File: src/rtl/nanq_pkg.sv
package nanq_pkg;

    localparam int WORD_W  = 64;
    localparam int NUM_FMT = 4;
    localparam int FMT_W   = $clog2(NUM_FMT);

    typedef enum logic [FMT_W-1:0] {
        FMT_HALF   = 2'b00,
        FMT_BF16   = 2'b01,
        FMT_SINGLE = 2'b10,
        FMT_DOUBLE = 2'b11
    } nanq_fmt_e;

    typedef enum logic {
        ST_EMPTY = 1'b0,
        ST_FULL  = 1'b1
    } nanq_state_e;

    typedef struct packed {
        logic              is_q;
        logic              is_s;
        logic [WORD_W-1:0] quieted;
        logic [WORD_W-1:0] dflt;
    } nanq_res_t;

    function automatic int fmt_exp_w(int f);
        case (f)
            0:       return 5;
            1:       return 8;
            2:       return 8;
            default: return 11;
        endcase
    endfunction

    function automatic int fmt_frac_w(int f);
        case (f)
            0:       return 10;
            1:       return 7;
            2:       return 23;
            default: return 52;
        endcase
    endfunction

endpackage

File: src/rtl/nanq_lane.sv
module nanq_lane
    import nanq_pkg::*;
#(
    parameter int EXP_W  = 8,
    parameter int FRAC_W = 23,
    localparam int W     = 1 + EXP_W + FRAC_W
) (
    input  logic [W-1:0] word,
    input  logic         snan_inv,
    input  logic         no_snan,
    output nanq_res_t    res
);

    logic [EXP_W-1:0]  exp_f;
    logic [FRAC_W-1:0] frac_f;
    logic              top_bit;
    logic              low_nz;
    logic              exp_ones;
    logic              any_nan;
    logic              is_q;
    logic              is_s;
    logic [W-1:0]      dflt_w;
    logic [W-1:0]      quiet_w;

    assign exp_f    = word[W-2 -: EXP_W];
    assign frac_f   = word[FRAC_W-1:0];
    assign top_bit  = frac_f[FRAC_W-1];
    assign low_nz   = |frac_f[FRAC_W-2:0];
    assign exp_ones = &exp_f;
    assign any_nan  = exp_ones && (top_bit || low_nz);

    // classification under the three mode combinations
    always_comb begin
        if (no_snan) begin
            is_q = any_nan;
            is_s = 1'b0;
        end else if (!snan_inv) begin
            is_q = exp_ones && top_bit;
            is_s = exp_ones && !top_bit && low_nz;
        end else begin
            is_q = exp_ones && !top_bit && low_nz;
            is_s = exp_ones && top_bit;
        end
    end

    // default NaN of this format
    always_comb begin
        dflt_w                 = '0;
        dflt_w[W-2 -: EXP_W]   = '1;
        if (snan_inv) begin
            dflt_w[FRAC_W-2:0] = '1;
        end else begin
            dflt_w[FRAC_W-1]   = 1'b1;
        end
    end

    // quieting: set the top bit, or fall back to the default NaN
    always_comb begin
        quiet_w = word;
        if (is_s) begin
            if (snan_inv) begin
                quiet_w = dflt_w;
            end else begin
                quiet_w[FRAC_W-1] = 1'b1;
            end
        end
    end

    always_comb begin
        res           = '0;
        res.is_q      = is_q;
        res.is_s      = is_s;
        res.quieted[W-1:0] = quiet_w;
        res.dflt[W-1:0]    = dflt_w;
    end

endmodule

File: src/rtl/nanq_core.sv
module nanq_core
    import nanq_pkg::*;
(
    input  logic [WORD_W-1:0] word,
    input  logic [FMT_W-1:0]  fmt,
    input  logic              snan_inv,
    input  logic              no_snan,
    output nanq_res_t         res
);

    nanq_res_t lane_res [NUM_FMT];

    for (genvar g = 0; g < NUM_FMT; g++) begin : g_lane
        localparam int EW = fmt_exp_w(g);
        localparam int FW = fmt_frac_w(g);
        nanq_lane #(
            .EXP_W  (EW),
            .FRAC_W (FW)
        ) u_lane (
            .word     (word[EW+FW:0]),
            .snan_inv (snan_inv),
            .no_snan  (no_snan),
            .res      (lane_res[g])
        );
    end

    assign res = lane_res[fmt];

endmodule

File: src/rtl/nanq_unit.sv
module nanq_unit
    import nanq_pkg::*;
(
    input  logic              clk,
    input  logic              rst,
    input  logic              in_valid,
    input  logic [63:0]       in_word,
    input  logic [1:0]        in_fmt,
    input  logic              in_snan_inv,
    input  logic              in_no_snan,
    output logic              out_valid,
    output logic              out_is_qnan,
    output logic              out_is_snan,
    output logic              out_invalid,
    output logic [63:0]       out_quieted,
    output logic [63:0]       out_dflt_nan
);

    nanq_res_t   comb_res;
    nanq_res_t   res_q;
    logic        inval_q;
    nanq_state_e state_q;
    nanq_state_e state_d;

    nanq_core u_core (
        .word     (in_word),
        .fmt      (in_fmt),
        .snan_inv (in_snan_inv),
        .no_snan  (in_no_snan),
        .res      (comb_res)
    );

    // next state: GO_FULL on an operand, GO_EMPTY otherwise
    always_comb begin
        unique case (state_q)
            ST_EMPTY: state_d = in_valid ? ST_FULL : ST_EMPTY;
            ST_FULL:  state_d = in_valid ? ST_FULL : ST_EMPTY;
            default:  state_d = ST_EMPTY;
        endcase
    end

    always_ff @(posedge clk) begin
        if (rst) begin
            state_q <= ST_EMPTY;
        end else begin
            state_q <= state_d;
        end
    end

    always_ff @(posedge clk) begin
        if (rst) begin
            res_q   <= '0;
            inval_q <= 1'b0;
        end else if (in_valid) begin
            res_q   <= comb_res;
            inval_q <= comb_res.is_s;
        end
    end

    // output decode
    always_comb begin
        unique case (state_q)
            ST_FULL:  out_valid = 1'b1;
            default:  out_valid = 1'b0;
        endcase
    end

    assign out_is_qnan  = res_q.is_q;
    assign out_is_snan  = res_q.is_s;
    assign out_invalid  = inval_q;
    assign out_quieted  = res_q.quieted;
    assign out_dflt_nan = res_q.dflt;

endmodule

File: config.mk
export PLATFORM = sky130hd
export DESIGN_NAME = nanq_unit
export DESIGN_NICKNAME = d
export VERILOG_FILES = /design/src/rtl/nanq_pkg.sv /design/src/rtl/nanq_lane.sv /design/src/rtl/nanq_core.sv /design/src/rtl/nanq_unit.sv
export SDC_FILE = /design/constraint.sdc
export NUM_CORES = 1
export LEC_CHECK = 0
export BUFFER_PORTS_ARGS = -buffer_cell sky130_fd_sc_hd__clkbuf_2
export CORE_MARGIN = 2
export CORE_UTILIZATION = 32
export DETAILED_ROUTE_END_ITERATION = 8
export SLEW_MARGIN = 30
export SYNTH_ARGS = -nofsm -noshare
export SYNTH_HDL_FRONTEND = slang
export SYNTH_SLANG_ARGS = --single-unit
File: constraint.sdc
create_clock -name clk -period 4.5 [get_ports clk]
set_input_delay 0.225 -clock clk [delete_from_list [all_inputs] [get_ports clk]]
set_output_delay 0.225 -clock clk [all_outputs]
set_load 0.01 [all_outputs]
==> flow_results.org, run 1 <==
** Run status
- The run finished with clean final reports.

** Clocking
- Count of instances resized after the clock tree is built :: 0
- The clock reaches the later pin of the worst-skew pair after approximately 0.33 ns.
- Hold bufs inserted after CTS :: 0
- In this run the deepest clock path goes through 2 buffers.
- Sink Count :: 78
- TritonCTS built the clock tree.
- Post-CTS timing repair inserted 0 buffers for setup.
- CTS placed an instance of sky130_fd_sc_hd__clkbuf_16 at the clock tree root.
- Clock tree synthesis inserted a total of 9 buffers.
- H-tree levels :: 3
- Worst-path clk slew :: about 0.06 ns

** Logic synthesis
- Post-synth design cell area :: 0.00385 mm²
- In the synthesized netlist the dominant register cell turns out to be sky130_fd_sc_hd__dfxtp_1.
- Library cells used by synthesis :: 51
- The synthesized design contains 78 register bits.
- After synthesis, the largest family of logic cells by area is compound AO/OA/AOI/OAI gates.
- Xor and xnor fraction of the mapped netlist area :: less than 1%
- The portion of synthesized area spent on multiplexers is less than 1%.
- Of all flip-flops after synthesis, the portion carrying an async set or reset was 0%.
- Yosys mapped a number of flops with a built-in enable equal to 0.
- Average footprint of a synthesized cell :: 8.29 µm²
- Number of warning messages in the yosys log :: 0
- Of the total synthesized cell area, the portion taken by full adders, half adders and majority gates is 1.63%.
- Cells after synthesis :: ~460
- Sequential elements use about two fifths of the synthesized area.
- When the netlist entered floorplanning its net count stood at 540.
- Compound-gate portion of the synthesized area :: 23.7%
- Area fraction in and, or, nand and nor cells after synthesis :: a little under a fifth

** Timing
- Static timing analysis puts the maximum clock frequency at about 0.48 GHz.
- Aggregate negative setup slack :: 0 ns
- The number of slew-limit violations in the final report came to 0.
- Setup violations remaining at the end of the flow were counted as 0.
- Clock skew after layout :: 0 ns
- Setup repair after global routing left no endpoint under its margin.
- The number of hold violations in the final report was 0.
- Worst-margin pin slew :: 0.931 ns
- After layout, the worst path uses 46.3% of the clock period.
- Worst-case headroom to the max-slew limit :: a little under two fifths
- The smallest clock period supported by the final layout is computed as 2.08 ns.

** Worst setup path
- Crit Path Category :: in -> reg
- For the worst setup path, the data required time is 4.78 ns.
- STA classifies the critical path startpoint as an input pin.
- For the worst setup path, the data arrival time is 2.36 ns.
- Type of destination of the critical path :: register
- Worst R2R Setup Slack :: 3.45 ns
- Of all nets on the critical path, the largest fanout is 19.

** Detailed routing
- Total wirelength of the detailed-routed design :: 11900 µm
- Initial DRT Pass Iterations :: 5
- For this block, the initial DRC count from the detailed router was 258.
- For this run, design rule violations remaining after detail routing come to 0.
- Using the TritonRoute via totals, the vias-per-cell ratio works out to 5.25.
- Once detail routing completed, the nets flagged for antenna violations numbered 0.
- Final routed wire length divided by cell count :: 16.0 µm
- The routed layout has around 3900 vias.

** Final layout
- Finished layout cell area :: between 0.004 and 0.005 mm²
- Counting the fill cells in the layout gives 1188.
- Net count, final :: roughly 670
- Leaving out fill and tap cells, the most frequent cells in the layout are sky130_fd_sc_hd__clkbuf_2 (200), sky130_fd_sc_hd__dfxtp_1 (78), sky130_fd_sc_hd__nand2_1 (55).
- Fraction of final layout cells with drive strength greater than 1 :: 39.9%
- From synthesis to final layout, the design area changed by 25.3%.
- The library cell used most frequently in the layout, excluding fill and tap cells, is sky130_fd_sc_hd__clkbuf_2.
- Fin cells :: ~740
- Antenna diode count :: 0

** Global routing
- Via count of the first global-routing pass :: 3534
- Global routing used 17.9% of the available tracks across all layers.
- Initial antenna violation count :: 0
- The first global-routing pass estimated between 15000 and 20000 µm of wire.
- Maximum number of pins on one net before global-route repair :: 62
- Remaining Overflow, GRT :: 0

** Power
- Across the VDD grid, the largest voltage drop is 169 µV.
- Power spread over the standard cell area amounts to 362 mW/mm².
- In this run the static leakage power is 0.00218 µW.

** Floorplan
- Starting density of the core :: 32.4%
- Die Ht :: 114 µm
- From left edge to right edge, the die measures 114 µm.
- Boundary pin count :: 203
- Die footprint :: 0.0129 mm²
- The total area inside the core boundary comes to 0.0119 mm².
- Cell row count :: 40

** Run
- Number of max-cap violations :: 0

** Placement
- The congestion estimate from routability-driven global placement came to 0.874.
- Port-buffer cells :: 201
- Area after detailed placement :: 0.00450 mm²
- Number of placed cells counting well taps :: 726
- Detailed placement ended at an HPWL of 8750 µm.

** Worst hold path
- Hold crit path type :: in -> reg
==> worst paths after layout <==
path / start / to / depth (start not counted)
setup / recovery: in_snan_inv / out_quieted[11] / 6
hold / removal: in_word[52] / out_quieted[52] / 3
setup reg to reg: out_dflt_nan[50] / out_dflt_nan[50] / 2
hold reg to reg: out_quieted[9] / out_quieted[9] / 2
==> registers in the layout (all words and copies together) (netlist names) <==
signal        cells
out_quieted      64
out_dflt_nan     11
out_invalid       1
out_is_qnan       1
state_q           1
==> cell families (layout without fill, tap and decap cells) <==
kind of cell | Yosys count | count (layout)
compound gates | 140 | 140
xor+xnor | 1 | 1
fa+ha+maj | 5 | 5
buf+inv | 93 | 223
flops | 78 | 78
mux | 3 | 3
other cells | 1 | 1
simple gates | 143 | 143
==> worst max-delay path: stages <==
cell                       delay [ns]
sky130_fd_sc_hd__clkbuf_2        0.29
sky130_fd_sc_hd__inv_1           0.23
sky130_fd_sc_hd__nor2_1          0.23
sky130_fd_sc_hd__a41o_1          0.62
sky130_fd_sc_hd__a211o_1         0.48
sky130_fd_sc_hd__o221a_2         0.26
==> cells in the mapped netlist (3+ instances only) <==
| library cell | instances | area [µm²] |
|---|---|---|
| sky130_fd_sc_hd__o31ai_1 | 6 | 45.0 |
| sky130_fd_sc_hd__or2_2 | 3 | 18.8 |
| sky130_fd_sc_hd__nor3_1 | 6 | 30.0 |
| sky130_fd_sc_hd__a211oi_1 | 6 | 45.0 |
| sky130_fd_sc_hd__nand2_1 | 55 | 206 |
| sky130_fd_sc_hd__dfxtp_1 | 78 | 1560 |
| sky130_fd_sc_hd__mux2i_1 | 3 | 30.0 |
| sky130_fd_sc_hd__a22oi_1 | 12 | 90.1 |
| sky130_fd_sc_hd__o21ai_0 | 39 | 195 |
| sky130_fd_sc_hd__nand2b_1 | 5 | 31.3 |
| sky130_fd_sc_hd__nor2_1 | 30 | 113 |
| sky130_fd_sc_hd__ha_1 | 5 | 62.6 |
| sky130_fd_sc_hd__o221a_2 | 12 | 135 |
| sky130_fd_sc_hd__nand4_1 | 7 | 43.8 |
| sky130_fd_sc_hd__clkbuf_1 | 25 | 93.8 |
| sky130_fd_sc_hd__nand3_1 | 10 | 50.1 |
| sky130_fd_sc_hd__nand3b_1 | 3 | 22.5 |
| sky130_fd_sc_hd__a21oi_1 | 43 | 215 |
| sky130_fd_sc_hd__buf_4 | 56 | 420 |
| sky130_fd_sc_hd__a31oi_1 | 5 | 31.3 |
| sky130_fd_sc_hd__nor4_1 | 11 | 68.8 |
| sky130_fd_sc_hd__buf_2 | 3 | 15.0 |
| sky130_fd_sc_hd__inv_1 | 4 | 15.0 |
==> final cells by class <==
cell class | count | area, µm² | share of cell area, %
Inverter | 6 | 25.0 | 0.519
Clock buffer | 11 | 253 | 5.24
Clock inverter | 4 | 70.1 | 1.45
Tap cell | 147 | 184 | 3.81
Timing Repair Buffer | 202 | 1010 | 21.0
Sequential cell | 78 | 1560 | 32.4
Multi-Input combinational cell | 293 | 1720 | 35.6
==> through the flow <==
| stage | utilization, % | hold slack (ns) | setup slack [ns] | total power (µW) |
|---|---|---|---|---|
| after floorplan | - | 0.369 | 2.83 | 891 |
| after global placement | 37.9 | 0.443 | 1.98 | 975 |
| after detailed placement | 37.9 | 0.453 | 2.04 | 979 |
| after CTS | 40.7 | 0.141 | 2.39 | 1770 |
| after global routing | 40.7 | 0.157 | 2.22 | 1820 |
| final | 40.7 | 0.150 | 2.42 | 1750 |
==> routing by layer <==
layer,GRT usage (%),up-vias,part of all wire (%)
met3,5.90,15,9.4
li1,-,1862,-
met1,22.6,1806,42
met4,4.31,0,1.1
met2,29.9,210,47
met5,0,-,0
==> power by group <==
group          switching [µW]  internal, µW  total, µW  leakage, µW
logic                     136          87.8        224      0.00138
clock network             271           511        782     0.000161
registers                20.6           720        740     0.000638
Note: power is estimated with default switching activity, not from simulation.
==> inputs of run 2 (changes only) <==
- clock period: 4.5 -> 1.7 ns (I/O delays scaled with it)
==> run 2 against run 1 <==
Against the previous run:
- non-clock buffer count increased by 27
- sequential share of layout area decreased by 1.4 points
- via count increased by 2.8%
- count of clock-buffer cells in the layout decreased by 1
- core utilization increased by 1.9 points
- sequential power increased to 2.6 times the previous value
- sequential cell count unchanged
- clock power increased to 2.6 times the previous value
- critical path depth unchanged
- combinational power increased to 2.9 times the previous value
- highest routed layer unchanged
==> flow_results.org, run 2 (synthesis gave the netlist of run 1 again) <==
** Floorplan
- The width of the chip came to 114 µm (unchanged).
- Die footprint :: 0.0129 mm² (unchanged)
- The area of the placeable core is 0.0119 mm² (unchanged).
- The number of rows created at floorplan was 40 (unchanged).
- The y dimension of the die came to 114 µm (unchanged).
- The I/O pin count came to 203 (unchanged).
- Starting density of the core :: 32.4% (unchanged)

** Detailed routing
- Number of nets with antenna violations after routing :: 0 (unchanged)
- The detailed-router iteration count before antenna repair was 7 (+2).
- Total wirelength of the detailed-routed design :: 12400 µm (+4.0%)
- Final routed wire length divided by cell count :: 16.1 µm (+0.50%)
- Total number of vias :: 4002 (+2.8%)
- The ratio of routed vias to standard cells was 5.22 (-0.68%).
- The violation count after the first detailed-routing iteration came to 135 (-48%).
- The residual DRC count was 0 (unchanged).

** Final layout
- Synthesis-to-finish area growth :: 31.1%
- Most frequent standard cell in the layout excluding fill and tap cells :: sky130_fd_sc_hd__clkbuf_2
- Fraction of final layout cells with drive strength greater than 1 :: 42.3% (+2.4 points)
- The final net count was 693 (+4.1%).
- The top cell types in the final layout, fill and taps aside, are sky130_fd_sc_hd__clkbuf_2 (201), sky130_fd_sc_hd__dfxtp_1 (78), sky130_fd_sc_hd__nand2_1 (55).
- The number of antenna repair diodes is 0 (unchanged).
- The number of flip-flops in the largest register was 64 (unchanged).

** Clocking
- Sink Count :: 78 (unchanged)
- Hold bufs inserted after CTS :: 1 (+1)
- The count of H-tree levels built during CTS was 3 (unchanged).
- The buffer count from post-CTS setup fixing came to 0 (unchanged).
- TritonCTS built the clock tree.
- The clock slew at the register clock pins of the worst setup and hold paths came to 0.05 ns (about the same).
- The number of clock buffers inserted by TritonCTS is 9 (unchanged).
- CTS placed an instance of sky130_fd_sc_hd__clkbuf_16 at the clock tree root.
- The buffer depth of the longest clock path is 2 (unchanged).
- Count of instances resized after the clock tree is built :: 0 (unchanged)
- Clock latency on the worst-skew pair :: 0.32 ns (about the same)

** Global routing
- The global-route wire length before repair was 18900 µm (+3.4%).
- Via count of the first global-routing pass :: 3674 (+4.0%)
- Maximum number of pins on one net before global-route repair :: 53 (-15%)
- Overall track demand over capacity in global routing :: 18.6% (+0.66 points)
- Remaining Overflow, GRT :: 0 (unchanged)
- Initial antenna violation count :: 0 (unchanged)

** Worst setup path
- In this run the critical register-to-register path is launched from out_is_qnan.
- The worst setup path is captured at a register.
- The largest incremental delay on the critical path is 0.40 ns (-0.22 ns).
- Crit path max fanout :: 13 (-6)
- By startpoint and endpoint, the worst setup path is classified as in -> reg.
- The worst setup slack for register-to-register paths came to 0.77 ns (-2.68 ns).
- Slowest-stage cell, CP :: sky130_fd_sc_hd__nor3_1
- The arrival time of data at the critical path endpoint came to 1.69 ns (-0.67 ns).
- The signal on the critical path passes through clkbuf_2 > nand4_1 > nor3_1 > a41o_1 > a211o_1 > o221a_2.
- Required @ worst endpoint :: 1.97 ns (-2.81 ns)
- Setup crit start kind :: input pin
- Cell class contributing the biggest share of worst-path delay :: compound AO/OA/AOI/OAI gates
- Worst path bufs/invs :: 1 (-1)
- The critical path starts at in_word[56].

** Power
- The peak supply drop was 469 µV (+180%).
- Share of total power consumed by net switching :: 24.8% (+0.32 points)
- The relative contribution of combinational cells to total power came to 13.9% (+1.1 points).
- The net switching power of the design came to 1150 µW (+170%).
- Share of power burned in the clock network :: 43.8% (-1.0 points)
- Int Power :: 3480 µW (+160%)
- The ratio of total power to cell area was 917 mW/mm² (+150%).
- The leakage power figure was 0.00231 µW (+6.2%).
- Total design power :: 4630 µW (+170%)
- The sequential cell fraction of total power came to 42.3% (about the same).

** Timing
- The final worst setup slack is 0.281 ns (-2.13 ns).
- Number of hold-slack violations in the final timing report :: 0 (unchanged)
- The clock skew is 0 ns (unchanged).
- Post-layout minimum cycle time :: ~1.4 ns
- RSZ-0062 raised after global routing :: false
- The number of slew-limit violations in the final report was 0 (unchanged).
- The worst hold slack after final layout came to 0.0175 ns (-0.132 ns).
- Period utilization :: 83.5%
- The setup violation total in the final timing report came to 0 (unchanged).
- Worst-case headroom to the max-slew limit :: 63.0% (+25 points)
- The transition at the pin with the smallest max-transition slack came to 0.554 ns (-0.377 ns).
- The summed negative setup slack over all endpoints came to 0 ns (unchanged).
- Static timing analysis puts the maximum clock frequency at between 0.7 and 0.8 GHz.

** Placement
- The count of buffers inserted at the top-level ports is 201 (unchanged).
- Pre-CTS setup slack :: -0.0671 ns (-2.11 ns)
- Post-DP HPWL :: 9430 µm (+7.8%)
- Routability cong. :: 0.891 (+1.9%)

** Run status
- Outcome :: complete, no violations

** Worst hold path
- Hold path startpoint :: in_word[54]
- The tightest min-delay check is of the in -> reg type.

** Run
- The number of max-capacitance violations reported came to 0 (unchanged).
run 2: cell types whose count changed in the layout (fill, tap and decap cells not counted), sizes merged:
cell         previous run  this run
buf                     2        27
clkinv                  3         2
clkinvlp                0         1
dlygate4sd3             0         1
run 2: power by group through the flow:
| stage | logic [µW] | registers [µW] | clock network (µW) |
|---|---|---|---|
| final | 643 | 1960 | 2030 |
| after global placement | 636 | 1990 | 0 |
| after CTS | 645 | 1960 | 2080 |
| after floorplan | 333 | 2030 | 0 |
| after detailed placement | 641 | 2000 | 0 |
| after global routing | 703 | 1970 | 2160 |
run 2: area by class of cell:
cell class / instances / area, µm²
fill: 1202 / 6810
tap: 147 / 184
clock inverter: 4 / 72.6
multi-input combinational: 293 / 1710
sequential: 78 / 1560
clock buffer: 10 / 239
timing repair buffer: 229 / 1260
inverter: 6 / 22.5
run 2: worst min-delay path, stage by stage:
cell and delay [ns]:
sky130_fd_sc_hd__clkbuf_2 0.09, sky130_fd_sc_hd__a22oi_1 0.06, sky130_fd_sc_hd__nor2_1 0.08
run 2: routing by layer:
metal / vias up / track usage [%] / share of wire, %
met2: 195 / 32.0 / 48
li1: 1923 / - / -
met3: 18 / 5.74 / 8.1
met1: 1866 / 22.4 / 43
met4: 0 / 5.37 / 1.3
met5: - / 0 / 0
run 2: stage by stage:
stage | util, % | cell area (µm²) | cells
global placement | 39.8 | 4730 | 752
detailed placement | 39.8 | 4730 | 752
CTS | 42.6 | 5050 | 767
floorplan | - | 3850 | 464
finish | 42.6 | 5050 | 767
global route | 42.6 | 5050 | 767
run 2: path summary, 6_finish.rpt:
| check | endpoint | cells after the start |
|---|---|---|
| setup / recovery | out_quieted[1] | 6 |
| hold / removal | out_quieted[54] | 3 |
| setup reg to reg | out_is_qnan | 4 |
| hold reg to reg | out_dflt_nan[9] | 2 |
